$ cat config.mk
export PLATFORM = sky130hd
export DESIGN_NAME = flash_cmd_engine
export DESIGN_NICKNAME = d
export VERILOG_FILES = /design/src/rtl/fce_pkg.sv /design/src/rtl/fce_regs.sv /design/src/rtl/fce_seq.sv /design/src/rtl/fce_txsel.sv /design/src/rtl/fce_rxpack.sv /design/src/rtl/flash_cmd_engine.sv
export SDC_FILE = /design/constraint.sdc
export NUM_CORES = 1
export LEC_CHECK = 0
export CAP_MARGIN = 20
export CORE_ASPECT_RATIO = 1.4
export CORE_UTILIZATION = 35
export DETAILED_ROUTE_END_ITERATION = 12
export PLACE_DENSITY = 0.54
export SLEW_MARGIN = 20
export SYNTH_ARGS = -nofsm -noshare
export SYNTH_HDL_FRONTEND = slang
export SYNTH_SLANG_ARGS = --single-unit
$ cat constraint.sdc
create_clock -name clk_i -period 2.7 [get_ports clk_i]
set_input_delay 0.27 -clock clk_i [delete_from_list [all_inputs] [get_ports clk_i]]
set_output_delay 0.27 -clock clk_i [all_outputs]
set_load 0.005 [all_outputs]
$ cat src/rtl/fce_pkg.sv
package fce_pkg;
  localparam int OPC_LSB      = 24;
  localparam int RD_EN_BIT    = 23;
  localparam int RD_CNT_LSB   = 20;
  localparam int ADDR_EN_BIT  = 19;
  localparam int ADDR_CNT_LSB = 16;
  localparam int WR_EN_BIT    = 15;
  localparam int WR_CNT_LSB   = 12;
  localparam int DUMMY_LSB    = 7;
  localparam int BUSY_BIT     = 1;
  localparam int EXEC_BIT     = 0;
  localparam int DUMMY_W      = 5;
  localparam int CNT_W        = DUMMY_W;

  typedef enum logic [1:0] {
    SEL_CTRL = 2'd0,
    SEL_ADDR = 2'd1,
    SEL_WLO  = 2'd2,
    SEL_WHI  = 2'd3
  } sel_e;

  typedef enum logic [2:0] {
    PH_IDLE  = 3'd0,
    PH_OPC   = 3'd1,
    PH_ADDR  = 3'd2,
    PH_WR    = 3'd3,
    PH_DUMMY = 3'd4,
    PH_RD    = 3'd5
  } phase_e;

  typedef struct packed {
    logic [7:0]         opcode;
    logic               rd_en;
    logic [2:0]         rd_n1;
    logic               addr_en;
    logic [1:0]         addr_n1;
    logic               wr_en;
    logic [2:0]         wr_n1;
    logic [DUMMY_W-1:0] dummy;
  } cmd_t;
endpackage

$ cat src/rtl/fce_regs.sv
module fce_regs
  import fce_pkg::*;
#(
  parameter int WORD_W = 32
) (
  input  logic                clk_i,
  input  logic                rst_ni,
  input  logic                we_i,
  input  sel_e                sel_i,
  input  logic [WORD_W-1:0]   wdata_i,
  input  logic                busy_i,
  output cmd_t                cmd_o,
  output logic [WORD_W-1:0]   addr_o,
  output logic [2*WORD_W-1:0] wdata_o,
  output logic                start_o,
  output logic [WORD_W-1:0]   ctrl_o
);
  localparam logic [WORD_W-1:0] KEEP_MASK = {WORD_W{1'b1}} << DUMMY_LSB;

  logic [WORD_W-1:0] ctrl_q, addr_q, wlo_q, whi_q;
  logic              wr_ok;

  assign wr_ok   = we_i && !busy_i;
  assign start_o = wr_ok && (sel_i == SEL_CTRL) && wdata_i[EXEC_BIT];

  always_ff @(posedge clk_i or negedge rst_ni) begin
    if (!rst_ni) begin
      ctrl_q <= '0;
      addr_q <= '0;
      wlo_q  <= '0;
      whi_q  <= '0;
    end else if (wr_ok) begin
      unique case (sel_i)
        SEL_CTRL: ctrl_q <= wdata_i & KEEP_MASK;
        SEL_ADDR: addr_q <= wdata_i;
        SEL_WLO:  wlo_q  <= wdata_i;
        SEL_WHI:  whi_q  <= wdata_i;
        default:  ;
      endcase
    end
  end

  always_comb begin
    cmd_o.opcode  = ctrl_q[OPC_LSB +: 8];
    cmd_o.rd_en   = ctrl_q[RD_EN_BIT];
    cmd_o.rd_n1   = ctrl_q[RD_CNT_LSB +: 3];
    cmd_o.addr_en = ctrl_q[ADDR_EN_BIT];
    cmd_o.addr_n1 = ctrl_q[ADDR_CNT_LSB +: 2];
    cmd_o.wr_en   = ctrl_q[WR_EN_BIT];
    cmd_o.wr_n1   = ctrl_q[WR_CNT_LSB +: 3];
    cmd_o.dummy   = ctrl_q[DUMMY_LSB +: DUMMY_W];
  end

  always_comb begin
    ctrl_o           = ctrl_q;
    ctrl_o[BUSY_BIT] = busy_i;
  end

  assign addr_o  = addr_q;
  assign wdata_o = {whi_q, wlo_q};
endmodule

$ cat src/rtl/fce_seq.sv
module fce_seq
  import fce_pkg::*;
(
  input  logic             clk_i,
  input  logic             rst_ni,
  input  logic             start_i,
  input  cmd_t             cmd_i,
  input  logic             ready_i,
  output phase_e           phase_o,
  output logic [CNT_W-1:0] cnt_o,
  output logic             valid_o,
  output logic             hs_o,
  output logic             rd_commit_o,
  output logic             busy_o
);
  phase_e           phase_q;
  logic [CNT_W-1:0] cnt_q;
  logic             last, advance;

  function automatic phase_e after(input phase_e p, input cmd_t c);
    if (p < PH_ADDR && c.addr_en)            return PH_ADDR;
    else if (p < PH_WR && c.wr_en)           return PH_WR;
    else if (p < PH_DUMMY && c.dummy != '0)  return PH_DUMMY;
    else if (p < PH_RD && c.rd_en)           return PH_RD;
    else                                     return PH_IDLE;
  endfunction

  always_comb begin
    unique case (phase_q)
      PH_OPC:   last = 1'b1;
      PH_ADDR:  last = (cnt_q == CNT_W'(cmd_i.addr_n1));
      PH_WR:    last = (cnt_q == CNT_W'(cmd_i.wr_n1));
      PH_DUMMY: last = (cnt_q == cmd_i.dummy - CNT_W'(1));
      PH_RD:    last = (cnt_q == CNT_W'(cmd_i.rd_n1));
      default:  last = 1'b0;
    endcase
  end

  assign valid_o = (phase_q == PH_OPC) || (phase_q == PH_ADDR) ||
                   (phase_q == PH_WR)  || (phase_q == PH_RD);
  assign hs_o    = valid_o && ready_i;
  assign advance = (phase_q == PH_DUMMY) || hs_o;
  assign rd_commit_o = hs_o && (phase_q == PH_RD) && last;

  always_ff @(posedge clk_i or negedge rst_ni) begin
    if (!rst_ni) begin
      phase_q <= PH_IDLE;
      cnt_q   <= '0;
    end else if (phase_q == PH_IDLE) begin
      if (start_i) begin
        phase_q <= PH_OPC;
        cnt_q   <= '0;
      end
    end else if (advance) begin
      if (last) begin
        phase_q <= after(phase_q, cmd_i);
        cnt_q   <= '0;
      end else begin
        cnt_q <= cnt_q + CNT_W'(1);
      end
    end
  end

  assign phase_o = phase_q;
  assign cnt_o   = cnt_q;
  assign busy_o  = (phase_q != PH_IDLE);
endmodule

$ cat src/rtl/fce_txsel.sv
module fce_txsel
  import fce_pkg::*;
#(
  parameter int WORD_W = 32
) (
  input  phase_e              phase_i,
  input  logic [2:0]          idx_i,
  input  cmd_t                cmd_i,
  input  logic [WORD_W-1:0]   addr_i,
  input  logic [2*WORD_W-1:0] wdata_i,
  output logic [7:0]          tx_byte_o
);
  logic [1:0] aidx;

  // address goes out most significant used byte first
  assign aidx = cmd_i.addr_n1 - idx_i[1:0];

  always_comb begin
    unique case (phase_i)
      PH_OPC:  tx_byte_o = cmd_i.opcode;
      PH_ADDR: tx_byte_o = addr_i[{aidx, 3'b000} +: 8];
      PH_WR:   tx_byte_o = wdata_i[{idx_i, 3'b000} +: 8];
      default: tx_byte_o = 8'h00;
    endcase
  end
endmodule

$ cat src/rtl/fce_rxpack.sv
module fce_rxpack
  import fce_pkg::*;
#(
  parameter int WORD_W = 32
) (
  input  logic                clk_i,
  input  logic                rst_ni,
  input  logic                clear_i,
  input  logic                cap_i,
  input  logic                commit_i,
  input  logic [CNT_W-1:0]    cnt_i,
  input  logic [7:0]          rx_byte_i,
  output logic [2*WORD_W-1:0] rdata_o
);
  localparam int DATA_BYTES = 2 * WORD_W / 8;

  for (genvar g = 0; g < DATA_BYTES; g++) begin : g_lane
    logic [7:0] shadow_q, res_q;
    logic       hit;

    assign hit = (cnt_i == CNT_W'(g));

    always_ff @(posedge clk_i or negedge rst_ni) begin
      if (!rst_ni) begin
        shadow_q <= '0;
        res_q    <= '0;
      end else begin
        if (clear_i)          shadow_q <= '0;
        else if (cap_i && hit) shadow_q <= rx_byte_i;
        // final byte bypasses the shadow so the result lands on its handshake
        if (commit_i) res_q <= hit ? rx_byte_i : shadow_q;
      end
    end

    assign rdata_o[g*8 +: 8] = res_q;
  end
endmodule

$ cat src/rtl/flash_cmd_engine.sv
module flash_cmd_engine
  import fce_pkg::*;
#(
  parameter int WORD_W = 32
) (
  input  logic              clk_i,
  input  logic              rst_ni,
  input  logic              reg_we_i,
  input  logic [1:0]        reg_sel_i,
  input  logic [WORD_W-1:0] reg_wdata_i,
  output logic [WORD_W-1:0] ctrl_o,
  output logic [WORD_W-1:0] rdata_lo_o,
  output logic [WORD_W-1:0] rdata_hi_o,
  output logic              cs_o,
  output logic              xfer_valid_o,
  output logic              xfer_rd_o,
  input  logic              xfer_ready_i,
  output logic [7:0]        tx_byte_o,
  input  logic [7:0]        rx_byte_i
);
  cmd_t                cmd;
  logic [WORD_W-1:0]   addr;
  logic [2*WORD_W-1:0] wdata, rdata;
  logic                start, busy, valid, hs, commit;
  phase_e              phase;
  logic [CNT_W-1:0]    cnt;

  fce_regs #(.WORD_W(WORD_W)) u_regs (
    .clk_i   (clk_i),
    .rst_ni  (rst_ni),
    .we_i    (reg_we_i),
    .sel_i   (sel_e'(reg_sel_i)),
    .wdata_i (reg_wdata_i),
    .busy_i  (busy),
    .cmd_o   (cmd),
    .addr_o  (addr),
    .wdata_o (wdata),
    .start_o (start),
    .ctrl_o  (ctrl_o)
  );

  fce_seq u_seq (
    .clk_i       (clk_i),
    .rst_ni      (rst_ni),
    .start_i     (start),
    .cmd_i       (cmd),
    .ready_i     (xfer_ready_i),
    .phase_o     (phase),
    .cnt_o       (cnt),
    .valid_o     (valid),
    .hs_o        (hs),
    .rd_commit_o (commit),
    .busy_o      (busy)
  );

  fce_txsel #(.WORD_W(WORD_W)) u_txsel (
    .phase_i   (phase),
    .idx_i     (cnt[2:0]),
    .cmd_i     (cmd),
    .addr_i    (addr),
    .wdata_i   (wdata),
    .tx_byte_o (tx_byte_o)
  );

  fce_rxpack #(.WORD_W(WORD_W)) u_rx (
    .clk_i     (clk_i),
    .rst_ni    (rst_ni),
    .clear_i   (start),
    .cap_i     (hs && (phase == PH_RD)),
    .commit_i  (commit),
    .cnt_i     (cnt),
    .rx_byte_i (rx_byte_i),
    .rdata_o   (rdata)
  );

  assign cs_o         = busy;
  assign xfer_valid_o = valid;
  assign xfer_rd_o    = (phase == PH_RD);
  assign rdata_lo_o   = rdata[WORD_W-1:0];
  assign rdata_hi_o   = rdata[2*WORD_W-1:WORD_W];
endmodule

==> flow_summary.toml <==
[timing]
post-route-period-util_pct = 107
skew_ns = 0.0207
setup_ws_ns = -0.187
period_minus_slack_ns = 2.89
rsz0062_at_grt = "true"
hold_viol = 0
slew_violations = 0
setup_viol = 8
relSlewSlack_pct = 48.9
fin_hold_ws_ns = 0.290
fmax_mhz = 346
worstMarginPinSlew_ns = 0.764

[global_route]
grt_use_total_pct = 18.2
grt_max_degree = 73
antenna_found_initial = 0
grt_pass1_vias = 9022
grt_first_pass_wirelength_um = 52000
grt_overflow = 0

[yosys]
async_flop_share_pct = 100
synth_compound_area_share_pct = 5.45
synth-simple-area-share_pct = 9.54
synth-edff-count = 0
synth_top_family_by_area = "multiplexers"
synth-xor-area-share_pct = 0.525
post_synth.cell_area_avg_um2 = 12.7
synthAdderAreaFrac_pct = 1.19
synthMuxAreaShare_pct = 28.7
synth_largest_area_cell = "dfrtp_1"
synth_seq_area_share_pct = 50.9
yosysTopAreaCellShare_pct = 50.9
ys.flop_type = "dfrtp_1"
synth_area_leaders = "dfrtp_1 51%, mux2_2 14%, mux2_4 7.1%, mux4_2 4.3%, a21oi_1 3.1%"
yosysWarnings = 0
synth_seq_cells = 257
synth_area_um2 = 12600
ys_types = 65
syn-instance-count = 993

[floorplanning]
die_area_um2 = 36800
chipWidth_um = 163
start_util_pct = 35.8
core_um2 = 35300
rows = 81
io_pins = 153
die_y_um = 227

[place]
port_buffers = 146
gp_congestion = 0.812
dp_cells = 1597
dp_hpwl_um = 21700
pre_cts_ws_ns = -0.108

[setup_path]
critPathTopFamily = "buffers and inverters"
cp-start-kind = "flip-flop"
r2r_end = "u_rx.g_lane[3].res_q[2]$_DFFE_PN0P_"
crit_buf_inv = 3
critPathMaxStageDelay_ns = 0.51
r2r_start = "u_seq.phase_o[2]$_DFFE_PN0P_"
cpMaxStageDelayCell = "mux4_2"
required_ns = 2.43
reg2reg_slack_ns = 0
path_depth = 9
cp_max_fo = 10
r2r_cells = 11
worstSetupPathType = "reg -> out"
crit_arrival_ns = 2.62
crit_path_end_kind = "primary output"
startpoint = "u_seq.cnt_o[0]$_DFFE_PN0P_"
cp_cell_sequence = "buf_6 > buf_4 > mux4_2 > nand2_1 > a21oi_1 > a21oi_2 > nor2b_1 > o22ai_1 > clkdlybuf4s15_1"
crit_end = "tx_byte_o[6]"

[route]
met2WireLength_um = 16300
wl_met3_um = 1370
routed.top_layer = "met4"
ant_nets = 0
dr.pass1.iters = 4
wl_met1_um = 14400
vias = 8539
viasPerCell = 5.10
drt_iter0_markers = 369
avgRoutedWirePerCell_um = 19.6
drc = 0
wl_um = 32900

[final_layout]
fill_cells = 3250
stdcell_count = 1674
seq_area_um2 = 6430
nets = 1261
n_antenna_cell = 0
drive_gt1_share_pct = 35.8
syn_to_final_growth_pct = 29.7
multiInputGateArea_um2 = 5880

[clock_tree]
cts.sinks = 257
clkTransAtPathRegs_ns = 0.07
clock_latency_ns = 0.55
ctsRootBufferMaster = "clkbuf_16"
htree_levels = 1
cts_buffers = 27
cts_tree = "done"
clock_path_buffers = 3

[power_and_ir_drop]
p_leak_nw = 7.27
power_density_nw_per_um2 = 1010
vdd_drop_max_mv = 0.646

[job]
cap_violations = 0

[hold_path]
hold_class = "in -> async"

[status]
violations = "negative setup slack"
outcome = "finished with violations"
[synthesized netlist by cell type, drive strengths merged, types with 4 or more instances]
library cell,number
o21ai,11
nand4b,4
clkbuf,47
dfrtp,257
mux2i,7
buf,25
nand3,68
inv,11
nor2b,12
mux2,248
mux4,24
nor3,7
nor2,21
nand2b,7
a21oi,78
nand2,88
o22ai,10
ha,12
[through the flow]
stage / power (mW) / cell area [um^2] / util (%) / setup TNS, ns
2_1_floorplan: 9.73 / 12600 / - / 0
4_1_cts: 16.4 / 16100 / 45.8 / -2.04
3_3_place_gp: 12.1 / 14900 / 42.3 / -0.963
3_5_place_dp: 12.1 / 14900 / 42.3 / -0.575
5_1_grt: 17.5 / 16400 / 46.4 / -7.80
6_report: 16.5 / 16400 / 46.4 / -1.08
[routing by layer]
layer,global-route usage (%),up-vias
met5,0,-
met4,5.93,0
met3,2.52,47
met2,31.1,198
met1,23.7,4304
li1,-,3990
[layout make-up]
cell class,instances,share of cell area (%)
Sequential cell,257,39.3
Timing Repair Buffer,248,15.7
Inverter,11,0.252
Clock buffer,33,4.51
Clock inverter,11,0.864
Tap cell,456,3.49
Multi-Input combinational cell,658,35.9
[flip-flops by register name (all words and copies together) (netlist names)]
register,flops
u_rx.g_lane.shadow_q,64
u_seq.cnt_o,5
u_rx.g_lane.res_q,64
u_regs.ctrl_q,25
u_seq.phase_o,3
u_regs.addr_o,32
u_regs.wlo_q,32
u_regs.whi_q,32
[cells by family after synthesis]
family / Yosys count
AOI/OAI and AO/OA: 118
xor gates and xnor gates: 6
and+or+nand+nor: 237
muxes: 279
DFF: 257
buffers and inverters: 83
adders and majority gates: 12
other: 1
[timing repair]
item                                   in CTS  in global routing
gates cloned                                2                  2
setup endpoints to repair                  44                 72
pin swaps                                  14                  6
resized for setup                          56                 18
hold buffers                                1                  0
setup buffers                              17                 11
endpoints found under the hold margin      60                  0
[how the worst min path moves through the flow]
stage / startpoint / to / slack [ns] / cells after the start
after floorplan: rst_ni / u_regs.addr_o[0]$_DFFE_PN0P_ / -0.03 / 0
after global placement: rst_ni / u_rx.g_lane[4].res_q[1]$_DFFE_PN0P_ / 0.29 / 1
after detailed placement: rst_ni / u_rx.g_lane[4].shadow_q[5]$_DFFE_PN0P_ / 0.29 / 1
after CTS: rst_ni / u_rx.g_lane[4].shadow_q[5]$_DFFE_PN0P_ / 0.31 / 2
after global routing: rst_ni / u_rx.g_lane[3].res_q[5]$_DFFE_PN0P_ / 0.34 / 2
final: rst_ni / u_rx.g_lane[3].res_q[5]$_DFFE_PN0P_ / 0.29 / 2
[layout by cell type (no fill, tap or decap), types with 10 or more instances in the layout]
cell type and n:
nand2_1 88, buf_4 69, mux4_2 24, inv_1 10, ha_1 10, mux2_4 61, clkdlybuf4s50_1 137, mux2_2 161
mux2_1 26, buf_12 17, dfrtp_1 254, nor2_1 21, a21oi_1 70, clkbuf_16 29, nand3_1 67
[report_power, final]
part / internal [mW] / switching, mW / total (mW)
combinational: 3.96 / 2.91 / 6.87
sequential: 5.08 / 0.762 / 5.84
clock: 2.21 / 1.57 / 3.78
(Power assumes the default switching activity.)
